--- src/rtl/mac_pkg.sv ---
package mac_pkg;
  localparam int DAT_W      = 24;
  localparam int ACC_W      = 26;
  localparam int Y_W        = 13;
  localparam int COEF_W     = 16;
  localparam int ADDR_W     = 12;
  localparam int PROD_SHIFT = 12;
  localparam int YMID_LSB   = 4;
  localparam int ADDR_IN_LSB = 16;
  localparam int PROD_W     = DAT_W + Y_W;

  localparam logic signed [ACC_W:0] SAT_HI = (ACC_W+1)'((1 << (DAT_W-1)) - 1);
  localparam logic signed [ACC_W:0] SAT_LO = ~SAT_HI;

  typedef enum logic [1:0] {YS_FRAC, YS_COEF, YS_YHI, YS_YMID} ysrc_e;
  typedef enum logic [1:0] {SH_SAT1, SH_SAT2, SH_WRAP2, SH_WRAP1} shmode_e;

  typedef struct packed {
    logic    x_from_in;
    ysrc_e   y_src;
    logic    b_zero;
    logic    b_from_acc;
    logic    b_neg;
    shmode_e shift_mode;
    logic    frac_load;
    logic    addr_load;
    logic    yreg_load;
  } ctrl_t;

  // clamp a widened accumulator value into the data range
  function automatic logic [DAT_W-1:0] clamp_dat(input logic signed [ACC_W:0] v);
    if (v > SAT_HI)      return {1'b0, {(DAT_W-1){1'b1}}};
    else if (v < SAT_LO) return {1'b1, {(DAT_W-1){1'b0}}};
    else                 return v[DAT_W-1:0];
  endfunction

  // signed product scaled down by PROD_SHIFT, fitted to the accumulator
  function automatic logic signed [ACC_W-1:0] scaled_product(
      input logic signed [DAT_W-1:0] x, input logic signed [Y_W-1:0] y);
    logic signed [PROD_W-1:0] p;
    logic signed [PROD_W-1:0] ps;
    p  = PROD_W'(x) * PROD_W'(y);
    ps = p >>> PROD_SHIFT;
    return ps[ACC_W-1:0];
  endfunction

  function automatic logic signed [ACC_W-1:0] sext_dat(input logic [DAT_W-1:0] d);
    return {{(ACC_W-DAT_W){d[DAT_W-1]}}, d};
  endfunction
endpackage

--- src/rtl/mac_operand_sel.sv ---
module mac_operand_sel
  import mac_pkg::*;
(
  input  ctrl_t                    ctrl,
  input  logic [DAT_W-1:0]         in_opnd,
  input  logic [DAT_W-1:0]         tmp_word,
  input  logic [COEF_W-1:0]        coef_word,
  input  logic signed [ACC_W-1:0]  acc_q,
  input  logic [Y_W-1:0]           frac_q,
  input  logic [DAT_W-1:0]         yreg_q,
  output logic signed [DAT_W-1:0]  x_val,
  output logic signed [Y_W-1:0]    y_val,
  output logic signed [ACC_W-1:0]  b_val
);
  logic signed [ACC_W-1:0] b_raw;

  assign x_val = ctrl.x_from_in ? in_opnd : tmp_word;

  always_comb begin
    unique case (ctrl.y_src)
      YS_FRAC: y_val = frac_q;
      YS_COEF: y_val = coef_word[COEF_W-1:COEF_W-Y_W];
      YS_YHI:  y_val = yreg_q[DAT_W-1:DAT_W-Y_W];
      default: y_val = {1'b0, yreg_q[YMID_LSB+Y_W-2:YMID_LSB]};
    endcase
  end

  always_comb begin
    b_raw = ctrl.b_from_acc ? acc_q : sext_dat(tmp_word);
    if (ctrl.b_zero)     b_val = '0;
    else if (ctrl.b_neg) b_val = -b_raw;
    else                 b_val = b_raw;
  end
endmodule

--- src/rtl/mac_shifter.sv ---
module mac_shifter
  import mac_pkg::*;
(
  input  shmode_e                 mode,
  input  logic signed [ACC_W-1:0] acc_q,
  output logic [DAT_W-1:0]        shift_out
);
  logic signed [ACC_W:0] acc_wide;
  logic signed [ACC_W:0] acc_dbl;

  assign acc_wide = {acc_q[ACC_W-1], acc_q};
  assign acc_dbl  = {acc_q, 1'b0};

  always_comb begin
    unique case (mode)
      SH_SAT1:  shift_out = clamp_dat(acc_wide);
      SH_SAT2:  shift_out = clamp_dat(acc_dbl);
      SH_WRAP2: shift_out = acc_dbl[DAT_W-1:0];
      default:  shift_out = acc_q[DAT_W-1:0];
    endcase
  end
endmodule

--- src/rtl/mac_hold_regs.sv ---
module mac_hold_regs
  import mac_pkg::*;
(
  input  logic              clk,
  input  logic              rst_n,
  input  logic              step_en,
  input  logic              frame_clr,
  input  ctrl_t             ctrl,
  input  logic [DAT_W-1:0]  shift_out,
  input  logic [DAT_W-1:0]  in_opnd,
  output logic [Y_W-1:0]    frac_q,
  output logic [ADDR_W-1:0] addr_q,
  output logic [DAT_W-1:0]  yreg_q
);
  localparam int AIN_W = DAT_W - ADDR_IN_LSB;

  logic [Y_W-1:0]    frac_nxt;
  logic [ADDR_W-1:0] addr_nxt;
  logic              wrap1;

  assign wrap1 = (ctrl.shift_mode == SH_WRAP1);

  assign frac_nxt = wrap1 ? {1'b0, shift_out[Y_W-2:0]}
                          : shift_out[DAT_W-1:DAT_W-Y_W];
  assign addr_nxt = wrap1 ? shift_out[DAT_W-1:DAT_W-ADDR_W]
                          : {{(ADDR_W-AIN_W){in_opnd[DAT_W-1]}}, in_opnd[DAT_W-1:ADDR_IN_LSB]};

  always_ff @(posedge clk or negedge rst_n) begin
    if (!rst_n) begin
      frac_q <= '0;
      addr_q <= '0;
      yreg_q <= '0;
    end else if (frame_clr) begin
      frac_q <= '0;
      addr_q <= '0;
      yreg_q <= '0;
    end else if (step_en) begin
      if (ctrl.frac_load) frac_q <= frac_nxt;
      if (ctrl.addr_load) addr_q <= addr_nxt;
      if (ctrl.yreg_load) yreg_q <= in_opnd;
    end
  end

  p_frac_hold_r8: assert property (@(posedge clk) disable iff (!rst_n)
    (!frame_clr && !(step_en && ctrl.frac_load)) |=> $stable(frac_q));
  p_addr_hold_r9: assert property (@(posedge clk) disable iff (!rst_n)
    (!frame_clr && !(step_en && ctrl.addr_load)) |=> $stable(addr_q));
  p_yreg_load_r10: assert property (@(posedge clk) disable iff (!rst_n)
    (step_en && ctrl.yreg_load && !frame_clr) |=> (yreg_q == $past(in_opnd)));
endmodule

--- src/rtl/mac_step_core.sv ---
module mac_step_core
  import mac_pkg::*;
(
  input  logic              clk,
  input  logic              rst_n,
  input  logic              step_en,
  input  logic              frame_clr,
  input  logic              x_from_in,
  input  logic [1:0]        y_src,
  input  logic              b_zero,
  input  logic              b_from_acc,
  input  logic              b_neg,
  input  logic [1:0]        shift_mode,
  input  logic              frac_load,
  input  logic              addr_load,
  input  logic              yreg_load,
  input  logic [23:0]       in_opnd,
  input  logic [23:0]       tmp_word,
  input  logic [15:0]       coef_word,
  output logic [25:0]       acc_q,
  output logic [23:0]       shift_out,
  output logic [12:0]       frac_q,
  output logic [11:0]       addr_q,
  output logic [23:0]       yreg_q
);
  ctrl_t                   ctrl;
  logic signed [DAT_W-1:0] x_val;
  logic signed [Y_W-1:0]   y_val;
  logic signed [ACC_W-1:0] b_val;
  logic signed [ACC_W-1:0] acc_nxt;
  logic signed [ACC_W-1:0] acc_r;
  logic                    step_fire;

  assign ctrl.x_from_in  = x_from_in;
  assign ctrl.y_src      = ysrc_e'(y_src);
  assign ctrl.b_zero     = b_zero;
  assign ctrl.b_from_acc = b_from_acc;
  assign ctrl.b_neg      = b_neg;
  assign ctrl.shift_mode = shmode_e'(shift_mode);
  assign ctrl.frac_load  = frac_load;
  assign ctrl.addr_load  = addr_load;
  assign ctrl.yreg_load  = yreg_load;

  assign step_fire = step_en && !frame_clr;

  mac_operand_sel u_sel (
    .ctrl(ctrl), .in_opnd(in_opnd), .tmp_word(tmp_word), .coef_word(coef_word),
    .acc_q(acc_r), .frac_q(frac_q), .yreg_q(yreg_q),
    .x_val(x_val), .y_val(y_val), .b_val(b_val)
  );

  mac_shifter u_shf (
    .mode(ctrl.shift_mode), .acc_q(acc_r), .shift_out(shift_out)
  );

  mac_hold_regs u_hold (
    .clk(clk), .rst_n(rst_n), .step_en(step_en), .frame_clr(frame_clr),
    .ctrl(ctrl), .shift_out(shift_out), .in_opnd(in_opnd),
    .frac_q(frac_q), .addr_q(addr_q), .yreg_q(yreg_q)
  );

  assign acc_nxt = scaled_product(x_val, y_val) + b_val;

  always_ff @(posedge clk or negedge rst_n) begin
    if (!rst_n)         acc_r <= '0;
    else if (frame_clr) acc_r <= '0;
    else if (step_en)   acc_r <= acc_nxt;
  end

  assign acc_q = acc_r;

  p_acc_hold_r1: assert property (@(posedge clk) disable iff (!rst_n)
    (!step_en && !frame_clr) |=> $stable(acc_r));
  p_zero_terms_r2: assert property (@(posedge clk) disable iff (!rst_n)
    (step_fire && b_zero && x_val == '0) |=> (acc_r == '0));
  p_clear_all_r11: assert property (@(posedge clk) disable iff (!rst_n)
    frame_clr |=> (acc_r == '0 && frac_q == '0 && addr_q == '0 && yreg_q == '0));
  p_sat_hi_r6: assert property (@(posedge clk) disable iff (!rst_n)
    (shift_mode == 2'd0 && !acc_r[ACC_W-1] && (|acc_r[ACC_W-2:DAT_W-1]))
      |-> (shift_out == {1'b0, {(DAT_W-1){1'b1}}}));
  p_sat_lo_r6: assert property (@(posedge clk) disable iff (!rst_n)
    (shift_mode == 2'd0 && acc_r[ACC_W-1] && !(&acc_r[ACC_W-2:DAT_W-1]))
      |-> (shift_out == {1'b1, {(DAT_W-1){1'b0}}}));
endmodule

--- config.mk ---
export PLATFORM = sky130hd
export DESIGN_NAME = mac_step_core
export DESIGN_NICKNAME = d
export VERILOG_FILES = /design/src/rtl/mac_pkg.sv /design/src/rtl/mac_operand_sel.sv /design/src/rtl/mac_shifter.sv /design/src/rtl/mac_hold_regs.sv /design/src/rtl/mac_step_core.sv
export SDC_FILE = /design/constraint.sdc
export NUM_CORES = 1
export LEC_CHECK = 0
export ABC_AREA = 1
export BUFFER_PORTS_ARGS = -buffer_cell sky130_fd_sc_hd__buf_2
export CAP_MARGIN = 20
export CORE_MARGIN = 5
export CORE_UTILIZATION = 62
export CTS_CLUSTER_SIZE = 20
export DETAILED_ROUTE_END_ITERATION = 6
export GPL_TIMING_DRIVEN = 0
export HOLD_SLACK_MARGIN = 0.12
export PLACE_DENSITY = 0.85
export SLEW_MARGIN = 15
export SYNTH_ARGS = -nofsm -noshare
export SYNTH_HDL_FRONTEND = slang
export SYNTH_SLANG_ARGS = --single-unit
--- constraint.sdc ---
create_clock -name clk -period 10.1 [get_ports clk]
set_input_delay 2.02 -clock clk [delete_from_list [all_inputs] [get_ports clk]]
set_output_delay 2.02 -clock clk [all_outputs]
set_load 0.05 [all_outputs]
==> run summary <==
The number of buffers created by CTS is 9. The half-perimeter wire length after placement is 47.40 mm. The share of the synthesized area in the top cell type came out at 33.60%. After synthesis, the cell types taking the most area are fa_1 (34%), dfrtp_1 (11%), inv_1 (9.4%). The remaining routing DRC violations is 9.

The average cell area after synthesis is 7.592 µm². The number of nets with antenna violations after detailed routing is 0. For this design the top-level I/O count stands at 178.

The count of pins over their slew limit is 0. The first-pass GRT wire length is 88.20 mm. The sequential cell area fraction in the yosys report came out at 11.13%. The initial detailed-routing violation count is 1999. The number of antenna violations at the first check in global routing came out at 4. The largest net degree at the start of global routing came out at 46. The endpoint type of the worst setup path is a register. The post-route netlist has 12.90% of its cells at a drive strength greater than 1. By count the netlist is led by inv_1 (423), nand2_1 (407), fa_1 (283).

The count of input and output buffers is 172. The data required time at the worst endpoint is 10300 ps. Global routing finished with a remaining overflow of 0. The overall global routing resource usage came out at 36.63%. The height of the die came out at 174.9 µm. The final critical delay including setup and external delays came out at 9828 ps. The via density per instance came out at 6.024. The met1 layer wirelength in the final routing came out at 21.32 mm. The H-tree level count is 3.

The maximum net fanout on the critical path came out at 10. The final count of negative-setup-slack endpoints is 0. The number of search-and-repair iterations in the first detailed-routing pass came out at 7. Counting distinct cell types in the post-synthesis netlist gives 50. Data arrives at the worst endpoint at 10030 ps. The worst hold path belongs to the class reg2reg.

The max-capacitance violation count came out at 0. The total of warnings raised by yosys is 0. With fillers left out, the area of the finished cells amounts to 0.01879 mm². The checks that failed: DRC.

The tightest slew margin relative to the limit came out at 21.74%. After detailed routing, the met3 layer carries 6.630 mm of wire. The slew of the pin with the lowest slew margin came out at 1171 ps. The post-synthesis net count is 2693. The post-synthesis sequential element count is 75. At the end of the flow, the number of nets in the layout was 2885.

The count of buffer and inverter cells on the critical path came out at 8. The x dimension of the die came out at 174.9 µm. The worst path uses 97.30% of the clock period. Routed signal wires occupy layers up through met5.

The maximum clock insertion buffer count came out at 2. TritonCTS built the clock tree. The hold violation count in the final report is 0. The startpoint identified for the worst register-to-register timing path is u_hold.yreg_q[12].

The cell area that synthesis handed to floorplanning was 0.01686 mm². The via total after detailed routing came out at 16640. The largest delay contributor family on the critical path is adder cells. The area of the die is 0.03059 mm². The placer's final routability congestion estimate came out at 1.018. Dividing the detail-routed wire length by the instance count gives 20.27 µm.

The sequential standard cell area came out at 0.001877 mm². In this design, the critical path's most frequently occurring cell is nand2_1. The most common flop cell mapped by yosys is dfrtp_1. Yosys instantiated no cell more often than inv_1.

The combined area of the multi-input logic cells came out at 0.01318 mm². The clock root buffer is clkbuf_16. The amount of wire on met2 after detailed routing came out at 25.04 mm. The final wirelength is 56.01 mm.

After detailed placement, the total cell area comes to 0.01821 mm². The via count of the first global-routing pass came out at 16510. For this run, the share of the core covered by cells in the final layout is 69.93%. After floorplanning, the core was divided into 60 placement rows. The most area-hungry cell type in the Yosys netlist is fa_1. The number of flops mapped to enable cells by yosys is 0. The layout overhead on the synthesized area came out at 11.46%. The run finished, with violations left.

The gate count after technology mapping is 2221. The standard cell with the maximum stage delay on the critical path is fa_1. In this run the worst setup path begins at x_from_in. The fill cell instance count of the final layout is 2245. The startpoint-to-endpoint class of the critical path is in2reg. The total number of clock tree sinks is 75. The proportion of register bits with asynchronous set or reset after synthesis came out at 100.0%. The later pin in the worst-skew pair is clocked with a latency of 340 ps. The worst setup path is launched from an input pin. Across the routed clock network, the largest skew measured is 8.692 ps. The startpoint of the most critical hold path is u_hold.yreg_q[1]. The worst stage delay on the critical path is 540 ps. The starting density of the core came out at 62.74%. Derived from the worst setup path, the maximum achievable clock frequency is 101.8 MHz. The total core area is 0.02688 mm². Clock-pin slew was measured on the worst setup and hold paths at 60 ps.
==> worst reg2reg max path, delay by kind of cell, from the launching register on <==
| kind | cells | cell delay [ps] |
|---|---|---|
| xor gates and xnor gates | 1 | 160 |
| AOI/OAI and AO/OA | 10 | 1390 |
| DFF | 1 | 450 |
| buffers and inverters | 5 | 560 |
| adders and majority gates | 8 | 3680 |
| and+or+nand+nor | 13 | 1690 |
==> cells in the final DEF (no fill, tap or decap), types with 14 or more instances in the layout <==
cell / synthesis / final
a21oi_1: 129 / 125
a31oi_1: 17 / 17
buf_2: 4 / 177
clkbuf_1: 61 / 42
clkbuf_2: 0 / 14
dfrtp_1: 75 / 75
fa_1: 283 / 282
ha_1: 110 / 110
inv_1: 423 / 416
nand2_1: 407 / 404
nand2_2: 12 / 14
nand3_1: 87 / 86
nor2_1: 228 / 227
nor3_1: 16 / 15
o21ai_0: 136 / 130
o21ai_1: 36 / 28
o21ai_2: 6 / 16
o31ai_1: 26 / 26
xnor2_1: 20 / 20
xor2_1: 26 / 26
==> stage by stage <==
step	hold WS [ps]	TNS [ps]	setup slack [ps]	std cells
after floorplan	784.4	0	968.4	2221
after global placement	488.0	-7044	-842.0	2734
after detailed placement	504.3	-7089	-880.5	2739
after CTS	519.7	0	0.1545	2751
after global routing	540.8	-13.12	-13.12	2762
final	524.2	0	272.5	2763
==> sequential cells by signal, summed over array words and instances (netlist names) <==
signal / flops
acc_q: 26
u_hold.addr_q: 12
u_hold.yreg_q: 24
u_hold.frac_q: 13
==> path summary, 6_finish.rpt <==
path / to / slack (ps) / depth (start not counted)
max: acc_q[24] / 270 / 39
min: u_hold.yreg_q[1] / 520 / 2
max reg2reg: acc_q[24] / 2040 / 37
min reg2reg: u_hold.yreg_q[1] / 520 / 2
max in group asynchronous: u_hold.yreg_q[4] / 7870 / 2
min in group asynchronous: u_hold.addr_q[9] / 1630 / 1
==> metal layers <==
metal | GRT usage [%] | vias up
met2 | 56.27 | 1051
met5 | 1.442 | -
met3 | 9.887 | 203
li1 | - | 7366
met1 | 48.99 | 8022
met4 | 16.30 | 2
==> kinds of logic (layout without fill, tap and decap cells) <==
logic type / after synthesis / in the layout / share of synthesized area (%)
DFF: 75 / 75 / 11.13
AOI/OAI and AO/OA: 408 / 408 / 13.85
and+or+nand+nor: 786 / 786 / 19.24
other: 0 / 4 / 0
xor gates and xnor gates: 46 / 46 / 2.389
adders and majority gates: 393 / 393 / 41.76
buffers and inverters: 513 / 710 / 11.63
==> area by class of cell <==
class / instances / share of cell area [%]
tap: 341 / 2.270
timing repair buffer: 185 / 5.159
clock inverter: 3 / 0.3662
multi-input combinational: 1633 / 70.11
inverter: 438 / 8.881
sequential: 75 / 9.986
buffer: 70 / 1.711
antenna: 4 / 0.05326
timing repair inverter: 1 / 0.02663
clock buffer: 13 / 1.438
==> what timing repair did <==
item,CTS,global route
buffers inserted,0,8
endpoints found under the setup margin,11,15
resized for setup,12,69
hold buffers,0,0
pin swaps,0,1
cloned,0,1
Power is not shown: default switching activity piles up to over one toggle a cycle in this logic, so the estimate is an artifact.
